### config.mk
export PLATFORM = sky130hd
export DESIGN_NAME = stack_seq
export DESIGN_NICKNAME = d
export VERILOG_FILES = /design/src/rtl/stack_seq_pkg.sv /design/src/rtl/stack_seq_ctrl.sv /design/src/rtl/stack_seq_sp.sv /design/src/rtl/stack_seq_result.sv /design/src/rtl/stack_seq.sv
export SDC_FILE = /design/constraint.sdc
export NUM_CORES = 1
export LEC_CHECK = 0
export ABC_AREA = 1
export ABC_CLOCK_PERIOD_IN_PS = 1700
export CAP_MARGIN = 40
export CORE_AREA = 5 5 150 209
export CTS_BUF_LIST = sky130_fd_sc_hd__clkbuf_16
export DETAILED_ROUTE_END_ITERATION = 7
export DIE_AREA = 0 0 155 214
export PLACE_DENSITY = 0.67
export SYNTH_ARGS = -nofsm -noshare
export SYNTH_HDL_FRONTEND = slang
export SYNTH_HIERARCHICAL = 1
export SYNTH_SLANG_ARGS = --single-unit
### constraint.sdc
create_clock -name clk -period 1.7 [get_ports clk]
set_input_delay 0.34 -clock clk [delete_from_list [all_inputs] [get_ports clk]]
set_output_delay 0.34 -clock clk [all_outputs]
set_load 0.1 [all_outputs]
### src/rtl/stack_seq_pkg.sv
// Shared types of the stack sequencer.
// Assumes: command code values are fixed by the decoder that drives cmd_op.
package stack_seq_pkg;

    typedef enum logic [1:0] {
        OP_PUSH = 2'd0,
        OP_POP  = 2'd1,
        OP_CALL = 2'd2,
        OP_RET  = 2'd3
    } stk_op_e;

    typedef enum logic {
        ST_IDLE = 1'b0,
        ST_WAIT = 1'b1
    } stk_state_e;

    // True for the commands that write memory and lower the pointer.
    function automatic logic op_writes(stk_op_e op);
        return (op == OP_PUSH) || (op == OP_CALL);
    endfunction

endpackage

### src/rtl/stack_seq_ctrl.sv
// Sequencing FSM: accepts one command when idle, holds a memory request
// until acknowledged and produces the one-cycle done/err pulses.
// Assumes: mem_ack is only meaningful while mem_req is high.
module stack_seq_ctrl
    import stack_seq_pkg::*;
(
    input  logic    clk,
    input  logic    rst_n,
    input  logic    cmd_valid,
    input  stk_op_e cmd_op,
    input  logic    misaligned,
    input  logic    mem_ack,
    output logic    accept,
    output logic    start,
    output logic    finish,
    output stk_op_e op_q,
    output logic    busy,
    output logic    mem_req,
    output logic    mem_we,
    output logic    done,
    output logic    err
);

    stk_state_e state_q;

    // Command handshake and memory completion strobes.
    always_comb begin
        accept  = (state_q == ST_IDLE) && cmd_valid;
        start   = accept && !misaligned;
        busy    = (state_q == ST_WAIT);
        mem_req = busy;
        mem_we  = op_writes(op_q);
        finish  = busy && mem_ack;
    end

    // State, latched command and completion pulses.
    always_ff @(posedge clk) begin
        if (!rst_n) begin
            state_q <= ST_IDLE;
            op_q    <= OP_PUSH;
            done    <= 1'b0;
            err     <= 1'b0;
        end else begin
            done <= 1'b0;
            err  <= 1'b0;
            unique case (state_q)
                ST_IDLE: begin
                    if (accept) begin
                        op_q <= cmd_op;
                        if (misaligned) begin
                            done <= 1'b1;
                            err  <= 1'b1;
                        end else begin
                            state_q <= ST_WAIT;
                        end
                    end
                end
                ST_WAIT: begin
                    if (mem_ack) begin
                        state_q <= ST_IDLE;
                        done    <= 1'b1;
                    end
                end
                default: state_q <= ST_IDLE;
            endcase
        end
    end

endmodule

### src/rtl/stack_seq_sp.sv
// Stack-pointer register with access address and write-data latches.
// Lowers the pointer before a write, raises it after a read, or loads the
// read word when a pop targets the pointer itself.
// Assumes: start and finish never occur in the same cycle.
module stack_seq_sp
    import stack_seq_pkg::*;
#(
    parameter int          WORD_W  = 32,
    parameter logic [31:0] SP_INIT = 32'h0000_0100
) (
    input  logic              clk,
    input  logic              rst_n,
    input  logic              start,
    input  stk_op_e           cmd_op,
    input  logic [WORD_W-1:0] src_val,
    input  logic [WORD_W-1:0] next_pc,
    input  logic              finish,
    input  stk_op_e           op_q,
    input  logic              load_sp,
    input  logic [WORD_W-1:0] mem_rdata,
    output logic [WORD_W-1:0] sp,
    output logic              misaligned,
    output logic [WORD_W-1:0] mem_addr,
    output logic [WORD_W-1:0] mem_wdata
);

    localparam int STEP_BYTES = WORD_W / 8;
    localparam int ALIGN_W    = $clog2(STEP_BYTES);
    localparam logic [WORD_W-1:0] STEP = WORD_W'(STEP_BYTES);

    logic [WORD_W-1:0] sp_q;
    logic [WORD_W-1:0] addr_q;
    logic [WORD_W-1:0] wdata_q;

    // Alignment test only exists when a word spans more than one byte.
    generate
        if (ALIGN_W == 0) begin : g_no_align
            assign misaligned = 1'b0;
        end else begin : g_align
            assign misaligned = |sp_q[ALIGN_W-1:0];
        end
    endgenerate

    // Latch the access address and write word when a command starts.
    always_ff @(posedge clk) begin
        if (!rst_n) begin
            addr_q  <= '0;
            wdata_q <= '0;
        end else if (start) begin
            addr_q  <= op_writes(cmd_op) ? (sp_q - STEP) : sp_q;
            wdata_q <= (cmd_op == OP_CALL) ? next_pc : src_val;
        end
    end

    // Commit the new stack pointer at the acknowledge edge.
    always_ff @(posedge clk) begin
        if (!rst_n) begin
            sp_q <= WORD_W'(SP_INIT);
        end else if (finish) begin
            if (op_writes(op_q)) begin
                sp_q <= addr_q;
            end else if (load_sp) begin
                sp_q <= mem_rdata;
            end else begin
                sp_q <= addr_q + STEP;
            end
        end
    end

    assign sp        = sp_q;
    assign mem_addr  = addr_q;
    assign mem_wdata = wdata_q;

endmodule

### src/rtl/stack_seq_result.sv
// Result stage: keeps destination and call target of the running command
// and presents register and program-counter write-back at completion.
// Assumes: finish is high for a single cycle per command.
module stack_seq_result
    import stack_seq_pkg::*;
#(
    parameter int WORD_W = 32,
    parameter int REG_W  = 4,
    parameter int SP_REG = 4
) (
    input  logic              clk,
    input  logic              rst_n,
    input  logic              start,
    input  logic [REG_W-1:0]  cmd_dst,
    input  logic [WORD_W-1:0] call_target,
    input  logic              finish,
    input  stk_op_e           op_q,
    input  logic [WORD_W-1:0] mem_rdata,
    output logic              load_sp,
    output logic [WORD_W-1:0] res_val,
    output logic [REG_W-1:0]  res_dst,
    output logic              res_wen,
    output logic [WORD_W-1:0] pc_val,
    output logic              pc_wen
);

    logic [REG_W-1:0]  dst_q;
    logic [WORD_W-1:0] tgt_q;

    // A pop that names the pointer register reloads the pointer.
    assign load_sp = (op_q == OP_POP) && (dst_q == REG_W'(SP_REG));

    // Capture operands of the accepted command.
    always_ff @(posedge clk) begin
        if (!rst_n) begin
            dst_q <= '0;
            tgt_q <= '0;
        end else if (start) begin
            dst_q <= cmd_dst;
            tgt_q <= call_target;
        end
    end

    // Write-back values and one-cycle enables at completion.
    always_ff @(posedge clk) begin
        if (!rst_n) begin
            res_val <= '0;
            res_dst <= '0;
            res_wen <= 1'b0;
            pc_val  <= '0;
            pc_wen  <= 1'b0;
        end else begin
            res_wen <= 1'b0;
            pc_wen  <= 1'b0;
            if (finish) begin
                unique case (op_q)
                    OP_POP: begin
                        res_val <= mem_rdata;
                        res_dst <= dst_q;
                        res_wen <= 1'b1;
                    end
                    OP_RET: begin
                        pc_val <= mem_rdata;
                        pc_wen <= 1'b1;
                    end
                    OP_CALL: begin
                        pc_val <= tgt_q;
                        pc_wen <= 1'b1;
                    end
                    default: ;
                endcase
            end
        end
    end

endmodule

### src/rtl/stack_seq.sv
// Top of the stack sequencer: ties the FSM, the pointer datapath and the
// result stage together.
// Assumes: the memory returns one whole little-endian word per request.
module stack_seq
    import stack_seq_pkg::*;
#(
    parameter int          WORD_W  = 32,
    parameter int          REG_W   = 4,
    parameter int          SP_REG  = 4,
    parameter logic [31:0] SP_INIT = 32'h0000_0100
) (
    input  logic              clk,
    input  logic              rst_n,
    input  logic              cmd_valid,
    input  logic [1:0]        cmd_op,
    input  logic [REG_W-1:0]  cmd_dst,
    input  logic [WORD_W-1:0] src_val,
    input  logic [WORD_W-1:0] call_target,
    input  logic [WORD_W-1:0] next_pc,
    output logic              busy,
    output logic              mem_req,
    output logic              mem_we,
    output logic [WORD_W-1:0] mem_addr,
    output logic [WORD_W-1:0] mem_wdata,
    input  logic [WORD_W-1:0] mem_rdata,
    input  logic              mem_ack,
    output logic [WORD_W-1:0] sp_out,
    output logic              done,
    output logic              err,
    output logic [WORD_W-1:0] res_val,
    output logic [REG_W-1:0]  res_dst,
    output logic              res_wen,
    output logic [WORD_W-1:0] pc_val,
    output logic              pc_wen
);

    stk_op_e op_in;
    stk_op_e op_q;
    logic    accept;
    logic    start;
    logic    finish;
    logic    misaligned;
    logic    load_sp;

    assign op_in = stk_op_e'(cmd_op);

    stack_seq_ctrl u_ctrl (
        .clk        (clk),
        .rst_n      (rst_n),
        .cmd_valid  (cmd_valid),
        .cmd_op     (op_in),
        .misaligned (misaligned),
        .mem_ack    (mem_ack),
        .accept     (accept),
        .start      (start),
        .finish     (finish),
        .op_q       (op_q),
        .busy       (busy),
        .mem_req    (mem_req),
        .mem_we     (mem_we),
        .done       (done),
        .err        (err)
    );

    stack_seq_sp #(
        .WORD_W  (WORD_W),
        .SP_INIT (SP_INIT)
    ) u_sp (
        .clk        (clk),
        .rst_n      (rst_n),
        .start      (start),
        .cmd_op     (op_in),
        .src_val    (src_val),
        .next_pc    (next_pc),
        .finish     (finish),
        .op_q       (op_q),
        .load_sp    (load_sp),
        .mem_rdata  (mem_rdata),
        .sp         (sp_out),
        .misaligned (misaligned),
        .mem_addr   (mem_addr),
        .mem_wdata  (mem_wdata)
    );

    stack_seq_result #(
        .WORD_W (WORD_W),
        .REG_W  (REG_W),
        .SP_REG (SP_REG)
    ) u_res (
        .clk         (clk),
        .rst_n       (rst_n),
        .start       (start),
        .cmd_dst     (cmd_dst),
        .call_target (call_target),
        .finish      (finish),
        .op_q        (op_q),
        .mem_rdata   (mem_rdata),
        .load_sp     (load_sp),
        .res_val     (res_val),
        .res_dst     (res_dst),
        .res_wen     (res_wen),
        .pc_val      (pc_val),
        .pc_wen      (pc_wen)
    );

endmodule

==> out/results.txt <==
For the end-of-flow core utilization, the log shows 0.599. During placement, the flow inserted port buffers numbering 308. Prior to clock tree synthesis, the placed netlist has a worst setup slack of -0.283 ns. The remaining antenna violation count after routing is 0, and the count of standard-cell rows is 74.

Setup repair after global routing could not meet its margin everywhere. The type of element launching the critical path was a flip-flop. Counting distinct cell types in the post-synthesis netlist gives 38. In the final routed layout, each cell accounts on average for 18.3 µm. The slew of the pin with the lowest slew margin was 0.534 ns. The maximum root-to-sink buffer count was 3. The maximum fanout encountered on the critical timing path was 7; the post-layout minimum cycle time was 1.73 ns.

The maximum number of pins on one net before global-route repair was 74. The maximum clock rate came out at 0.578 GHz. The tools report the number of pins exceeding their max-slew limit in the final report as 0. The classification of the worst-slack hold path was input port to flip-flop. The run gives 22 as the total clock buffers created by CTS. Counting flops and latches in the post-synthesis netlist gives 207. The logs give 0 for the hold buffer count at cts and 0.389 for the sequential-to-total area share from yosys stat.

The fraction of final layout cells sized beyond drive strength 1 was 0.225. Detailed routing inserted a total of 12,000 vias. The most frequent standard cell in the layout excluding fill and tap cells is sky130_fd_sc_hd__nand2_1.

From synthesis to final layout, the design area changed by 63.9%. Summing every instance area after synthesis gives 0.0107 mm². The run gives 0.0160 W as the sum of internal, switching and leakage power. Across all hold checks on the routed design, the worst slack comes to 0.188 ns.

Summed over all cells, the static leakage comes to 7.98 nW. First-pass GRT wire length: 64,400 µm. Clock latency on the worst-skew pair, taken at its later pin, is 0.51 ns.

The area of the die is 0.0332 mm². The overall fraction of global-route tracks in use is 0.241, and the final setup violation count is 11. The tools report the worst-case vdd ir drop as 711 µV. The worst setup path is captured at a flip-flop. The logs give 0.643 for the headroom to the max-slew limit and 32,000 µm for the HPWL after detailed placement. The tools report the post-route DRC violation count as 0. TritonCTS built the clock tree. At the worst endpoint, the required time is 2.13 ns. The total count of hold-check failures in the final report is 0, and the initial standard-cell utilization of the core is 0.366. After the last flow step, the layout net total stands at 2,125. The final layout contains routed wiring with a total length of 43,700 µm. In the layout the commonest cells are 435 x sky130_fd_sc_hd__nand2_1, 238 x sky130_fd_sc_hd__inv_1, 189 x sky130_fd_sc_hd__nor2_1. The final reports fail on setup timing. The run gives 11,600 as the via count of the first global-routing pass.

In this run the standard cell core region covers 0.0292 mm². Root buffer selected by CTS: sky130_fd_sc_hd__clkbuf_16. The floorplan step set the die width to 155 µm. The run finished, with violations left.

The tool flagged a number of max-cap violations equal to 0. Synthesis produced a netlist whose cell count is 1,646. The total overflow left after global routing is 0. The die height was 214 µm; the number of sinks driven by the clock tree was 207.

The first routing iteration left 831 violations. The logs give 3 for the initial antenna violation count and -0.120 ns for the total negative slack for setup checks. After detailed routing, the number of vias per cell comes to 5.04. The number of H-tree branching levels was 1. The power per cell area was 916 mW/mm². After clock tree synthesis, the clock-pin slew on the worst setup and hold paths is 0.07 ns. The number of fill cells in the layout was 2,562.

The Yosys step of the flow raised 6 warnings. The post-route worst setup slack was -0.0293 ns; the average footprint of a synthesized cell was 6.48 µm². The type of the worst setup path was flip-flop to flip-flop.

The number of nets in the synthesized netlist is 1,786. Routability-driven placement finished with a final weighted congestion of 0.962. The run gives 309 as the I/O pin count. The clock arrives with 0.0104 ns of skew.

The pre-antenna-repair detailed-routing pass consisted of 6 iterations. The final worst-path cycle share is 1.02. At the worst endpoint, the arrival time is 2.16 ns.
-- area by class of cell --
type,count,area (µm²),share of cell area
Antenna cell,3,7.51,0.000430
Clock buffer,23,576,0.0329
Clock inverter,17,100,0.00573
Inverter,247,941,0.0538
Multi-Input combinational cell,1109,5380,0.308
Sequential cell,207,4230,0.242
Tap cell,380,475,0.0272
Timing Repair Buffer,398,5770,0.330
-- power by group --
part	leakage [nW]	internal, W	total [W]	switching (W)
logic	5.91	0.00211	0.00565	0.00354
clock network	0.353	0.00259	0.00464	0.00205
registers	1.72	0.00524	0.00573	0.000486
total	7.98	0.00995	0.0160	0.00607
-- stage by stage --
step | instances | area [µm²]
floorplan | 1646 | 10800
global placement | 2326 | 16400
CTS | 2367 | 17100
finish | 2384 | 17500
global route | 2384 | 17500
detailed placement | 2326 | 16400
-- path summary, 6_finish.rpt --
check / start / endpoint / slack [ns] / cells after the start
hold reg to reg: u_res/tgt_q[18] / u_res/tgt_q[18] / 0.46 / 2
hold / removal: rst_n / u_res/res_val[11] / 0.19 / 3
setup / recovery: u_sp/sp[1] / u_res/tgt_q[3] / -0.03 / 8
setup reg to reg: u_sp/sp[1] / u_res/tgt_q[3] / -0.03 / 8
-- sequential cells by signal, indices dropped and copies added, names as in the netlist --
| name | count |
|---|---|
| u_res/res_dst | 4 |
| u_ctrl/done | 1 |
| u_res/res_val | 32 |
| u_res/dst_q | 4 |
| u_ctrl/op_q | 2 |
| u_ctrl/busy | 1 |
| u_res/res_wen | 1 |
| u_sp/mem_wdata | 32 |
| u_res/pc_val | 32 |
| u_sp/mem_addr | 32 |
| u_res/tgt_q | 32 |
| u_sp/sp | 32 |
| u_ctrl/err | 1 |
| u_res/pc_wen | 1 |
-- synthesized netlist by cell type (all sizes together) --
| library cell | instances | area, µm² |
|---|---|---|
| xnor2 | 7 | 61.3 |
| o22ai | 1 | 6.26 |
| clkinv | 1 | 3.75 |
| nand3 | 85 | 443 |
| nor4 | 3 | 25.0 |
| nor2 | 221 | 957 |
| clkbuf | 50 | 189 |
| inv | 246 | 923 |
| xor2 | 11 | 96.3 |
| a31oi | 5 | 31.3 |
| or2 | 11 | 68.8 |
| o221ai | 3 | 26.3 |
| nand4 | 9 | 56.3 |
| buf | 33 | 213 |
| a221oi | 11 | 96.3 |
| nand2 | 450 | 1720 |
| o21ai | 103 | 515 |
| o211ai | 41 | 308 |
| ha | 2 | 25.0 |
| dfxtp | 207 | 4140 |
| o21bai | 1 | 7.51 |
| nor3 | 3 | 15.0 |
| a21oi | 134 | 671 |
| nand3b | 8 | 60.1 |
-- metal layers --
metal	share of wire	GRT usage	vias to the layer above
met4	0.053	0.129	0
met5	0	0	-
met1	0.37	0.272	5552
li1	-	-	5850
met2	0.51	0.430	502
met3	0.066	0.0369	107
-- logic make-up (layout without fill, tap and decap cells) --
family,Yosys count,after routing,synth area share
compound gates,299,299,0.156
xor+xnor,18,18,0.0148
fa+ha+maj,2,2,0.00235
buf+inv,330,685,0.125
flops,207,207,0.389
other cells,0,3,0
simple gates,790,790,0.314
-- worst max-delay path: stages, from the launching register on --
cell                         delay [ns]
sky130_fd_sc_hd__dfxtp_4           0.35
sky130_fd_sc_hd__or2_4             0.27
sky130_fd_sc_hd__inv_4             0.06
sky130_fd_sc_hd__nand3_4           0.09
sky130_fd_sc_hd__inv_8             0.11
sky130_fd_sc_hd__clkinvlp_4        0.27
sky130_fd_sc_hd__buf_12            0.24
sky130_fd_sc_hd__buf_4             0.15
sky130_fd_sc_hd__a21oi_1           0.13
-- repair_timing --
item,in CTS,in global routing
gates cloned,0,7
pin swaps,0,8
endpoints found under the setup margin,4,56
gates resized for setup,5,73
buffers inserted,1,8
(Power assumes the default switching activity.)
